==> config.mk <==
export PLATFORM = sky130hd
export DESIGN_NAME = sdac_frame_rx
export DESIGN_NICKNAME = d
export VERILOG_FILES = /design/src/rtl/sdac_pkg.sv /design/src/rtl/sdac_sync.sv /design/src/rtl/sdac_edge.sv /design/src/rtl/sdac_shifter.sv /design/src/rtl/sdac_frame_rx.sv
export SDC_FILE = /design/constraint.sdc
export NUM_CORES = 1
export LEC_CHECK = 0
export CORE_UTILIZATION = 45
export CTS_BUF_LIST = sky130_fd_sc_hd__clkbuf_8 sky130_fd_sc_hd__clkbuf_16
export CTS_CLUSTER_SIZE = 16
export DETAILED_ROUTE_END_ITERATION = 7
export PLACE_DENSITY = 0.72
export SYNTH_ARGS = -nofsm -noshare
export SYNTH_HDL_FRONTEND = slang
export SYNTH_HIERARCHICAL = 1
export SYNTH_SLANG_ARGS = --single-unit
==> constraint.sdc <==
create_clock -name clk_i -period 3.8 [get_ports clk_i]
set_input_delay 0.76 -clock clk_i [delete_from_list [all_inputs] [get_ports clk_i]]
set_output_delay 0.76 -clock clk_i [all_outputs]
set_load 0.1 [all_outputs]
==> src/rtl/sdac_pkg.sv <==
package sdac_pkg;
  localparam int unsigned LINE_W   = 3;
  localparam int unsigned IDX_SCLK = 0;
  localparam int unsigned IDX_SYNC = 1;
  localparam int unsigned IDX_DIN  = 2;
  // idle bus: sclk high, select high, data low
  localparam logic [LINE_W-1:0] LINE_IDLE = 3'b011;

  typedef struct packed {
    logic sclk_fall;
    logic sync_fall;
    logic sync_rise;
    logic sync_low;
    logic din;
  } line_ev_t;
endpackage

==> src/rtl/sdac_sync.sv <==
module sdac_sync #(
  parameter int unsigned WIDTH  = 3,
  parameter int unsigned STAGES = 2,
  parameter logic [WIDTH-1:0] RST_VAL = '0
) (
  input  logic             clk_i,
  input  logic             rst_ni,
  input  logic [WIDTH-1:0] d_i,
  output logic [WIDTH-1:0] q_o
);
  logic [WIDTH-1:0] stg [STAGES];

  for (genvar s = 0; s < STAGES; s++) begin : g_stage
    if (s == 0) begin : g_first
      always_ff @(posedge clk_i or negedge rst_ni) begin
        if (!rst_ni) stg[s] <= RST_VAL;
        else         stg[s] <= d_i;
      end
    end else begin : g_next
      always_ff @(posedge clk_i or negedge rst_ni) begin
        if (!rst_ni) stg[s] <= RST_VAL;
        else         stg[s] <= stg[s-1];
      end
    end
  end

  assign q_o = stg[STAGES-1];
endmodule

==> src/rtl/sdac_edge.sv <==
module sdac_edge
  import sdac_pkg::*;
(
  input  logic              clk_i,
  input  logic              rst_ni,
  input  logic [LINE_W-1:0] line_i,
  output line_ev_t          ev_o
);
  logic [LINE_W-1:0] prev_q;

  always_ff @(posedge clk_i or negedge rst_ni) begin
    if (!rst_ni) prev_q <= LINE_IDLE;
    else         prev_q <= line_i;
  end

  always_comb begin
    ev_o.sclk_fall = prev_q[IDX_SCLK] & ~line_i[IDX_SCLK];
    ev_o.sync_fall = prev_q[IDX_SYNC] & ~line_i[IDX_SYNC];
    ev_o.sync_rise = ~prev_q[IDX_SYNC] & line_i[IDX_SYNC];
    ev_o.sync_low  = ~line_i[IDX_SYNC];
    ev_o.din       = line_i[IDX_DIN];
  end
endmodule

==> src/rtl/sdac_shifter.sv <==
module sdac_shifter
  import sdac_pkg::*;
#(
  parameter int unsigned FRAME_W = 16
) (
  input  logic               clk_i,
  input  logic               rst_ni,
  input  line_ev_t           ev_i,
  output logic [FRAME_W-1:0] word_o,
  output logic               done_o,
  output logic               abort_o
);
  localparam int unsigned CNT_W = $clog2(FRAME_W);
  localparam logic [CNT_W-1:0] LAST = CNT_W'(FRAME_W - 1);

  logic               active_q;
  logic [CNT_W-1:0]   cnt_q;
  logic [FRAME_W-1:0] sh_q;
  logic               done_q, abort_q;

  always_ff @(posedge clk_i or negedge rst_ni) begin
    if (!rst_ni) begin
      active_q <= 1'b0;
      cnt_q    <= '0;
      sh_q     <= '0;
      done_q   <= 1'b0;
      abort_q  <= 1'b0;
    end else begin
      done_q  <= 1'b0;
      abort_q <= 1'b0;
      if (ev_i.sync_fall) begin
        active_q <= 1'b1;
        cnt_q    <= '0;
        sh_q     <= '0;
      end else if (ev_i.sync_rise) begin
        if (active_q) abort_q <= 1'b1;
        active_q <= 1'b0;
        cnt_q    <= '0;
      end else if (ev_i.sclk_fall && active_q && ev_i.sync_low) begin
        sh_q <= {sh_q[FRAME_W-2:0], ev_i.din};
        if (cnt_q == LAST) begin
          done_q   <= 1'b1;
          active_q <= 1'b0;
          cnt_q    <= '0;
        end else begin
          cnt_q <= cnt_q + CNT_W'(1);
        end
      end
    end
  end

  assign word_o  = sh_q;
  assign done_o  = done_q;
  assign abort_o = abort_q;

  AST_DONE_PULSE: assert property (@(posedge clk_i) disable iff (!rst_ni)
    done_q |=> !done_q);
  AST_ABORT_CAUSE: assert property (@(posedge clk_i) disable iff (!rst_ni)
    abort_q |-> $past(ev_i.sync_rise));
  AST_IDLE_NO_SHIFT: assert property (@(posedge clk_i) disable iff (!rst_ni)
    (!active_q && !ev_i.sync_fall) |=> $stable(sh_q));
endmodule

==> src/rtl/sdac_frame_rx.sv <==
module sdac_frame_rx
  import sdac_pkg::*;
#(
  parameter int unsigned FRAME_W     = 16,
  parameter int unsigned SYNC_STAGES = 2
) (
  input  logic               clk_i,
  input  logic               rst_ni,
  input  logic               sclk_i,
  input  logic               sync_ni,
  input  logic               din_i,
  output logic [FRAME_W-1:0] hold_o,
  output logic               update_o,
  output logic               abort_o
);
  logic [LINE_W-1:0]  line_raw, line_s;
  line_ev_t           ev;
  logic [FRAME_W-1:0] word;
  logic               done, cancel;
  logic [FRAME_W-1:0] hold_q;
  logic               update_q, abort_q;

  always_comb begin
    line_raw           = '0;
    line_raw[IDX_SCLK] = sclk_i;
    line_raw[IDX_SYNC] = sync_ni;
    line_raw[IDX_DIN]  = din_i;
  end

  sdac_sync #(
    .WIDTH  (LINE_W),
    .STAGES (SYNC_STAGES),
    .RST_VAL(LINE_IDLE)
  ) i_sync (
    .clk_i (clk_i),
    .rst_ni(rst_ni),
    .d_i   (line_raw),
    .q_o   (line_s)
  );

  sdac_edge i_edge (
    .clk_i (clk_i),
    .rst_ni(rst_ni),
    .line_i(line_s),
    .ev_o  (ev)
  );

  sdac_shifter #(.FRAME_W(FRAME_W)) i_shifter (
    .clk_i  (clk_i),
    .rst_ni (rst_ni),
    .ev_i   (ev),
    .word_o (word),
    .done_o (done),
    .abort_o(cancel)
  );

  always_ff @(posedge clk_i or negedge rst_ni) begin
    if (!rst_ni) begin
      hold_q   <= '0;
      update_q <= 1'b0;
      abort_q  <= 1'b0;
    end else begin
      update_q <= done;
      abort_q  <= cancel;
      if (done) hold_q <= word;
    end
  end

  assign hold_o   = hold_q;
  assign update_o = update_q;
  assign abort_o  = abort_q;

  AST_UPDATE_PULSE: assert property (@(posedge clk_i) disable iff (!rst_ni)
    update_o |=> !update_o);
  AST_ABORT_KEEPS_HOLD: assert property (@(posedge clk_i) disable iff (!rst_ni)
    abort_o |-> $stable(hold_o));
  AST_UPD_ABORT_EXCL: assert property (@(posedge clk_i) disable iff (!rst_ni)
    !(update_o && abort_o));
endmodule

### Yosys cells after proc, flatten, opt, wreduce, memory -nomap -nowiden

Index checks and enable logic that the tools add are counted.

| word-level totals | value |
|---|---|
| flip-flop bits (word level) | 49 |
| input bits | 5 |
| word-level logic and storage cells | 45 |

| cells by class | value |
|---|---|
| add/subtract/negate cells | 1 |
| equal/unequal tests | 2 |
| multiplexer cells | 18 |
| bitwise logic cells | 6 |
| reduce and logical (&&, ||, !) cells | 7 |

Operators by type and width:

| operator | number |
|---|---|
| $mux W16 | 3 |
| $mux W4 | 4 |
| $mux W1 | 11 |
| $reduce_bool A3 Y1 | 2 |
| $add A4 B1 Y4 const B | 1 |
| $eq A4 B4 Y1 const B | 1 |
| $reduce_and A2 Y1 | 2 |
| $and A1 B1 Y1 | 3 |
| $not A1 Y1 | 3 |
| $logic_and A1 B1 Y1 | 2 |
| $ne A2 B1 Y1 const B | 1 |
| $reduce_bool A2 Y1 | 1 |

### Logic depth before layout (Yosys ltp)

Gate-level depths: netlist of run 1.

| logic depth | value |
|---|---|
| depth after elaboration | 7 |
| mapped depth | 7 |
| gate-level depth less buffers | 4 |

### Modules after synthesis

The synthesis of run 1 kept the hierarchy.

By module, submodules not included:

| module | times used | cells an instance | area an instance (sq um) |
|---|---|---|---|
| sdac_shifter | 1 | 69 | 952.2 |
| sdac_frame_rx | 1 | 36 | 699.4 |
| sdac_sync | 1 | 9 | 177.7 |
| sdac_edge | 1 | 7 | 85.1 |

### Worst setup path after synthesis of run 1

OpenSTA, ideal clock, no wires.

| path | value |
|---|---|
| path kind | reg-to-output |
| start point | register hold_q[10], in the netlist hold_o[10] |
| end point | output hold_o[10] |
| arrival time | 0.898 ns |
| data required time | 3.040 ns |
| path slack | 2.142 ns |
| stages on the path, launching flop included | 1 |
| buffers on the path | 0 |
| path through | dfrtp_1 |

RTL lines:

| item | RTL line | RTL |
|---|---|---|
| from (decl) | sdac_frame_rx.sv:20 | `logic [FRAME_W-1:0] hold_q;` |
| from (signal assigned) | sdac_frame_rx.sv:65 | `if (done) hold_q <= word;` |
| to (decl) | sdac_frame_rx.sv:12 | `output logic [FRAME_W-1:0] hold_o,` |

No word-level cell between the ends.

### Final worst setup path of run 1

| path | value |
|---|---|
| start point | register hold_q[13], in the netlist hold_o[13] |
| end point | output hold_o[13] |

No word-level cell between the ends.

==> results of run 1 <==
## final cells by class
cell class,count,area (um^2)
tap,50,62.56
clock inverter,2,37.54
inverter,1,3.754
multi-input combinational,62,581.8
clock buffer,6,82.58
sequential,49,1234
timing repair buffer,22,215.2
fill,348,1812
## report_power, final
group,internal [mW],total (mW),switching [mW]
clock network,0.214,0.377,0.164
registers,0.532,0.537,0.00570
logic,0.0109,0.0383,0.0274
## Yosys cell counts, drive strengths merged (2+ instances only)
master	number
dfrtp	43
dfstp	6
a22o	16
a21oi	3
o21ai	2
buf	9
nand2	4
nand4	2
and2b	2
nor2b	2
nor2	4
nand3	2
mux2	16
## state kept, by name, indices dropped and copies added, names as in the netlist
| name | cells |
|---|---|
| abort_o | 1 |
| hold_o | 16 |
| i_edge/prev_q | 2 |
| i_shifter/abort_o | 1 |
| i_shifter/active_q | 1 |
| i_shifter/cnt_q | 4 |
| i_shifter/done_o | 1 |
| i_shifter/word_o | 16 |
| i_sync/q_o | 3 |
| i_sync/stg | 3 |
| update_o | 1 |
## worst min path at each step
stage	start	cells after the start	slack (ps)	endpoint
after global routing	i_sync/stg[3]	0	360	i_sync/q_o[0]
after floorplan	i_shifter/abort_o	0	330	abort_o
after CTS	i_shifter/abort_o	0	360	abort_o
after detailed placement	i_shifter/abort_o	0	340	abort_o
after global placement	i_sync/stg[5]	0	340	i_sync/q_o[2]
final	i_shifter/abort_o	0	360	abort_o
## cells in the final DEF, fill, tap and decap left out
cell                              Yosys  final
sky130_fd_sc_hd__or3_1                1      1
sky130_fd_sc_hd__clkdlybuf4s50_1      0     21
sky130_fd_sc_hd__a21oi_1              3      3
sky130_fd_sc_hd__nand4_1              2      2
sky130_fd_sc_hd__inv_1                1      1
sky130_fd_sc_hd__a31oi_4              1      1
sky130_fd_sc_hd__a22o_2              10     10
sky130_fd_sc_hd__nand2_1              4      4
sky130_fd_sc_hd__ha_1                 1      1
sky130_fd_sc_hd__nand2b_1             1      1
sky130_fd_sc_hd__nand3_1              1      1
sky130_fd_sc_hd__dfrtp_1             43     43
sky130_fd_sc_hd__nor2_1               3      3
sky130_fd_sc_hd__nor3_1               1      1
sky130_fd_sc_hd__o21ai_0              2      2
sky130_fd_sc_hd__mux2_2               6      6
sky130_fd_sc_hd__or3b_1               1      1
sky130_fd_sc_hd__buf_2                0      1
sky130_fd_sc_hd__dfstp_2              6      6
sky130_fd_sc_hd__mux2_4              10     10
sky130_fd_sc_hd__bufinv_16            0      1
sky130_fd_sc_hd__and2b_2              1      1
sky130_fd_sc_hd__nor2b_1              2      2
sky130_fd_sc_hd__and2b_1              1      1
sky130_fd_sc_hd__nor2_4               1      1
sky130_fd_sc_hd__a22o_1               6      6
sky130_fd_sc_hd__mux2i_1              1      1
sky130_fd_sc_hd__or2_1                1      1
sky130_fd_sc_hd__clkbuf_8             0      6
sky130_fd_sc_hd__xor2_1               1      1
sky130_fd_sc_hd__clkinvlp_4           0      1
sky130_fd_sc_hd__nand3_4              1      1
## kinds of logic after synthesis
| logic type | after synthesis | synth area share |
|---|---|---|
| simple gates | 21 | 0.06994 |
| buf+inv | 10 | 0.05163 |
| xor+xnor | 1 | 0.004576 |
| fa+ha+maj | 1 | 0.006535 |
| flops | 49 | 0.6444 |
| mux | 17 | 0.1189 |
| compound gates | 22 | 0.1039 |
## routing by layer
metal | part of all wire | global-route usage | routed length, um
met4 | 0.013 | 0.05585 | 36
met1 | 0.45 | 0.1835 | 1236
met5 | 0 | 0 | 0
met3 | 0.041 | 0.05068 | 113
met2 | 0.50 | 0.2188 | 1371
## through the flow
| stage | hold WS [ps] | instances |
|---|---|---|
| after detailed placement | 339.5 | 184 |
| after floorplan | 331.2 | 121 |
| final | 356.1 | 192 |
| after CTS | 358.7 | 192 |
| after global placement | 336.0 | 184 |
| after global routing | 361.7 | 192 |
==> results.md, run 1 <==
- Outcome: complete, no violations
- Number of synthesized flops with an enable pin: 0
- Clock-pin slew on the worst setup and hold paths: 90 ps
- Worst vdd rail ir drop: 0.0002184 V
- Termination of the worst setup path: hold_o[13]
- Maximum fanout encountered on the critical timing path: 2
- Leak: 1.014 nW
- Post-route standard cell area excluding fillers: 0.002217 mm^2
- Fin. Hold Viols: 0
- Total Nets Final: 147
- TNS Setup: 0 ps
- CP peak stage delay: 1140 ps
- Ratio of cells with drive above 1 in the final layout: 0.3169
- Routed len/inst: 14.35 um
- Initial antenna violation count: 0
- Startpoint type of the worst setup path: register
- DR DRC count: 0
- Worst slack after detailed placement: 1559 ps
- Number of global-route vias before repair: 985
- CTS root buffer: sky130_fd_sc_hd__clkbuf_8
- Post-DRT Antenna Nets: 0
- Via density per instance: 5.271
- Global-route congestion overflow total: 0
- Number of synthesized register bits: 49
- Power density cells: 429.9 mW/mm^2
- # rows: 23
- Post-detail-place hpwl: 1.837 mm
- Setup repair after global routing missed its margin: false
- Cell area after synthesis: 0.001914 mm^2
- Cells along the critical path: clkdlybuf4s50_1
- Drt total wl: 2.756 mm
- R2R Path End: i_shifter/word_o[10]
- Cells on worst reg2reg path: 4
- CTS tree: yes
- Dominant cell type by area after synthesis: sky130_fd_sc_hd__dfrtp_1
- Die outline area: 0.004519 mm^2
- Worst Path Buf+Inv: 1
- Path type of the worst min-delay path: reg2reg
- Total design power: 0.9531 mW
- Routed via count: 1,012
- Worst-case register-to-register setup slack: 2010 ps
- Drt pass-1 iters: 4
- Post-Syn Area per Cell: 15.82 um^2
- Last weighted congestion value of the routability-driven placer: 0.7185
- First-pass GRT wire length: 4.643 mm
- Endpoint required time on the critical path: 3040 ps
- Crit Path Category: reg2out
- Arrival time at the worst endpoint: 1800 ps
- Worst-case headroom to the max-slew limit: 0.3305
- Slew at the pin with the worst max-slew slack: 1004 ps
- Setup Viol. Count Final: 0
- FMAX: 390.4 MHz
- Maximum number of pins on one net before global-route repair: 50
- Die Width: 67.23 um
- Post-CTS sizing: 0
- CP endpoint kind: output pin
- Gate count after technology mapping: 121
- Number of nets in the synthesized netlist: 127
- Cell depth of the worst setup path: 1
- Violation count after the first detailed-route iteration: 50
- GRT Util Overall: 0.1423
- Count of warnings emitted by yosys: 6
- Maximum Capacitance Violations: 0
- Post-synthesis to final-layout area growth: 15.82%
- Startpoint of the worst-slack reg-to-reg timing path: i_edge/prev_q[0]
- Ports: 23
- Kind of cell adding the most delay to the critical path: buffers and inverters
- Maximum level of the CTS H-tree: 2
- Proportion of synthesized chip area in sequential cells: 0.6444
- Final core utilization: 0.5503
- Fraction of registers with async set or reset after synthesis: 1.000
- Placeable Area: 0.004029 mm^2
- Post-synthesis cell type count: 30
- Slack of the critical path: 1238 ps
- Clock tree skew after final layout: 7.378 ps
- CP max-delay cell: sky130_fd_sc_hd__clkdlybuf4s50_1
- Latest clock arrival within the worst-skew pair: 300 ps
- Total of hold buffers inserted after clock tree synthesis: 0
- Effective utilization at floorplan: 0.4752
- Period utilisation layout: 0.6741
- Number of buffers inserted by post-CTS setup repair: 0
- Final-report max-slew violation count: 0
- Area share of the largest cell type after synthesis: 0.5621
- Dpl cell area: 0.002097 mm^2
- Critical path startpoint: hold_o[13]
- Biggest area contributors in the synthesized netlist: sky130_fd_sc_hd__dfrtp_1 56%, sky130_fd_sc_hd__dfstp_2 8.2%, sky130_fd_sc_hd__mux2_4 7.8%
- Clock net sink count: 49
- Antenna Diode Count: 0
- Die Y-Extent: 67.23 um
- Post-layout min period: 2562 ps
- Top_reg_cell synth: sky130_fd_sc_hd__dfrtp_1
- Number of buffers added by the clock tree synthesis step: 5
- Number of buffer cells added on primary ports: 22
- Bufs on Longest Clock Path: 2
No activity file was read; power rests on OpenSTA's default activity.
==> inputs of run 2 (changes only) <==
- PLACE_DENSITY: 0.72 -> 0.74
- clock period: 3.8 -> 2.3 ns (I/O delays scaled with it)
==> results.md, run 2 (synthesized netlist as in run 1, its figures left out) <==
- Endpoint required time on the critical path: 2540 ps
- Count of filler cells inserted in the layout: 324
- Routed len/inst: 14.47 um
- Post-detail-place hpwl: 1.989 mm
- Maximum level of the CTS H-tree: 2
- Maximum number of pins on one net before global-route repair: 29
- Die outline area: 0.004519 mm^2
- First-pass GRT wire length: 4.712 mm
- Path type of the worst min-delay path: in2async
- Register Area: 0.001234 mm^2
- Die Width: 67.23 um
- Number of buffers inserted by post-CTS setup repair: 0
- Drt total wl: 2.821 mm
- Final core utilization: 0.5382
- Worst vdd rail ir drop: 0.0004187 V
- Total of hold buffers inserted after clock tree synthesis: 0
- Post-layout min period: 1778 ps
- Via density per instance: 5.097
- Commonest cells after routing, fill and taps aside: 43 x sky130_fd_sc_hd__dfrtp_1, 21 x sky130_fd_sc_hd__buf_4, 10 x sky130_fd_sc_hd__mux2_4, 10 x sky130_fd_sc_hd__a22o_2
- Post-synthesis to final-layout area growth: 13.27%
- # rows: 23
- Clock tree skew after final layout: 8.698 ps
- Slew at the pin with the worst max-slew slack: 594.5 ps
- DR DRC count: 0
- Worst-case register-to-register setup slack: 520 ps
- Dpl cell area: 0.002074 mm^2
- Drt pass-1 iters: 4
- Startpoint of the worst-slack reg-to-reg timing path: i_edge/prev_q[0]
- Effective utilization at floorplan: 0.4752
- Clock-pin slew on the worst setup and hold paths: 90 ps
- Arrival time at the worst endpoint: 2020 ps
- Violation count after the first detailed-route iteration: 62
- Final cell count without fillers: 195
- Post-CTS sizing: 0
- Power density cells: 674.1 mW/mm^2
- Ratio of cells with drive above 1 in the final layout: 0.4552
- Clock net sink count: 49
- Worst-case headroom to the max-slew limit: 0.6037
- CTS root buffer: sky130_fd_sc_hd__clkbuf_8
- Startpoint type of the worst setup path: register
- Number of buffer cells added on primary ports: 22
- CTS tree: yes
- Maximum Capacitance Violations: 0
- Latest clock arrival within the worst-skew pair: 300 ps
- Last weighted congestion value of the routability-driven placer: 0.8276
- Number of buffers added by the clock tree synthesis step: 5
- Setup repair after global routing missed its margin: false
- Bufs on Longest Clock Path: 2
- R2R Path End: i_shifter/word_o[7]
- Slack of the critical path: 522.4 ps
- Initial antenna violation count: 0
- Routed via count: 994
- Leading cell type in the layout, fill and taps excluded: sky130_fd_sc_hd__dfrtp_1
- Antenna Diode Count: 0
- Leak: 1.054 nW
- Die Y-Extent: 67.23 um
- Number of global-route vias before repair: 983
- Post-route standard cell area excluding fillers: 0.002168 mm^2
- DP Cell Count: 187
- Ports: 23
- Worst slack after detailed placement: 545.5 ps
- Global-route congestion overflow total: 0
- Fin. Hold Viols: 0
- Cells on worst reg2reg path: 4
- Maximum fanout encountered on the critical timing path: 16
- GRT Util Overall: 0.1472
- Outcome: complete, no violations
- CP endpoint kind: register
- Total Nets Final: 150
- Period utilisation layout: 0.7729
- Crit Path Category: reg2reg
- Final-report max-slew violation count: 0
- FMAX: 562.6 MHz
- TNS Setup: 0 ps
- Placeable Area: 0.004029 mm^2
- Setup Viol. Count Final: 0
- Post-DRT Antenna Nets: 0
- Area taken by multi-input logic gates: 581.8 um^2
## run 2: how the worst max path moves through the flow
stage | from | end | slack, ps
detailed placement | i_edge/prev_q[0] | i_shifter/word_o[1] | 550
global placement | i_edge/prev_q[0] | i_shifter/word_o[0] | 630
CTS | i_edge/prev_q[0] | i_shifter/word_o[7] | 530
global route | i_edge/prev_q[0] | i_shifter/word_o[7] | 410
floorplan | i_edge/prev_q[0] | i_shifter/cnt_q[0] | 700
finish | i_edge/prev_q[0] | i_shifter/word_o[7] | 520
## run 2: report_power, final
part | total [mW] | internal, mW | switching, mW
Clock | 0.508 | 0.221 | 0.286
Sequential | 0.888 | 0.878 | 0.00988
Combinational | 0.0657 | 0.0198 | 0.0458
## run 2: cell type report
| type | count | area share |
|---|---|---|
| sequential | 49 | 0.5690 |
| multi-input combinational | 62 | 0.2683 |
| timing repair buffer | 25 | 0.08886 |
| clock buffer | 5 | 0.03174 |
| tap | 50 | 0.02885 |
| clock inverter | 3 | 0.01154 |
| inverter | 1 | 0.001731 |
## run 2: critical path: stages, from the launching register on
cell,delay (ps)
sky130_fd_sc_hd__dfstp_2,520
sky130_fd_sc_hd__nor2b_1,480
sky130_fd_sc_hd__nand3_4,180
sky130_fd_sc_hd__nor2_4,330
sky130_fd_sc_hd__a22o_2,210
## run 2: metal layers
layer  wire length, um  global-route usage  up-vias
li1                  -                   -      471
met1              1298              0.1881      499
met2              1387              0.2225       19
met3               101             0.05236        5
met4                34             0.06915        0
met5                 0                   0        -
## run 2: through the flow
stage	hold WS [ps]	total power, mW
final	152.3	1.462
after global routing	187.0	1.528
after CTS	152.0	1.490
after detailed placement	343.4	0.9725
after global placement	335.7	0.9692
after floorplan	164.4	0.9493
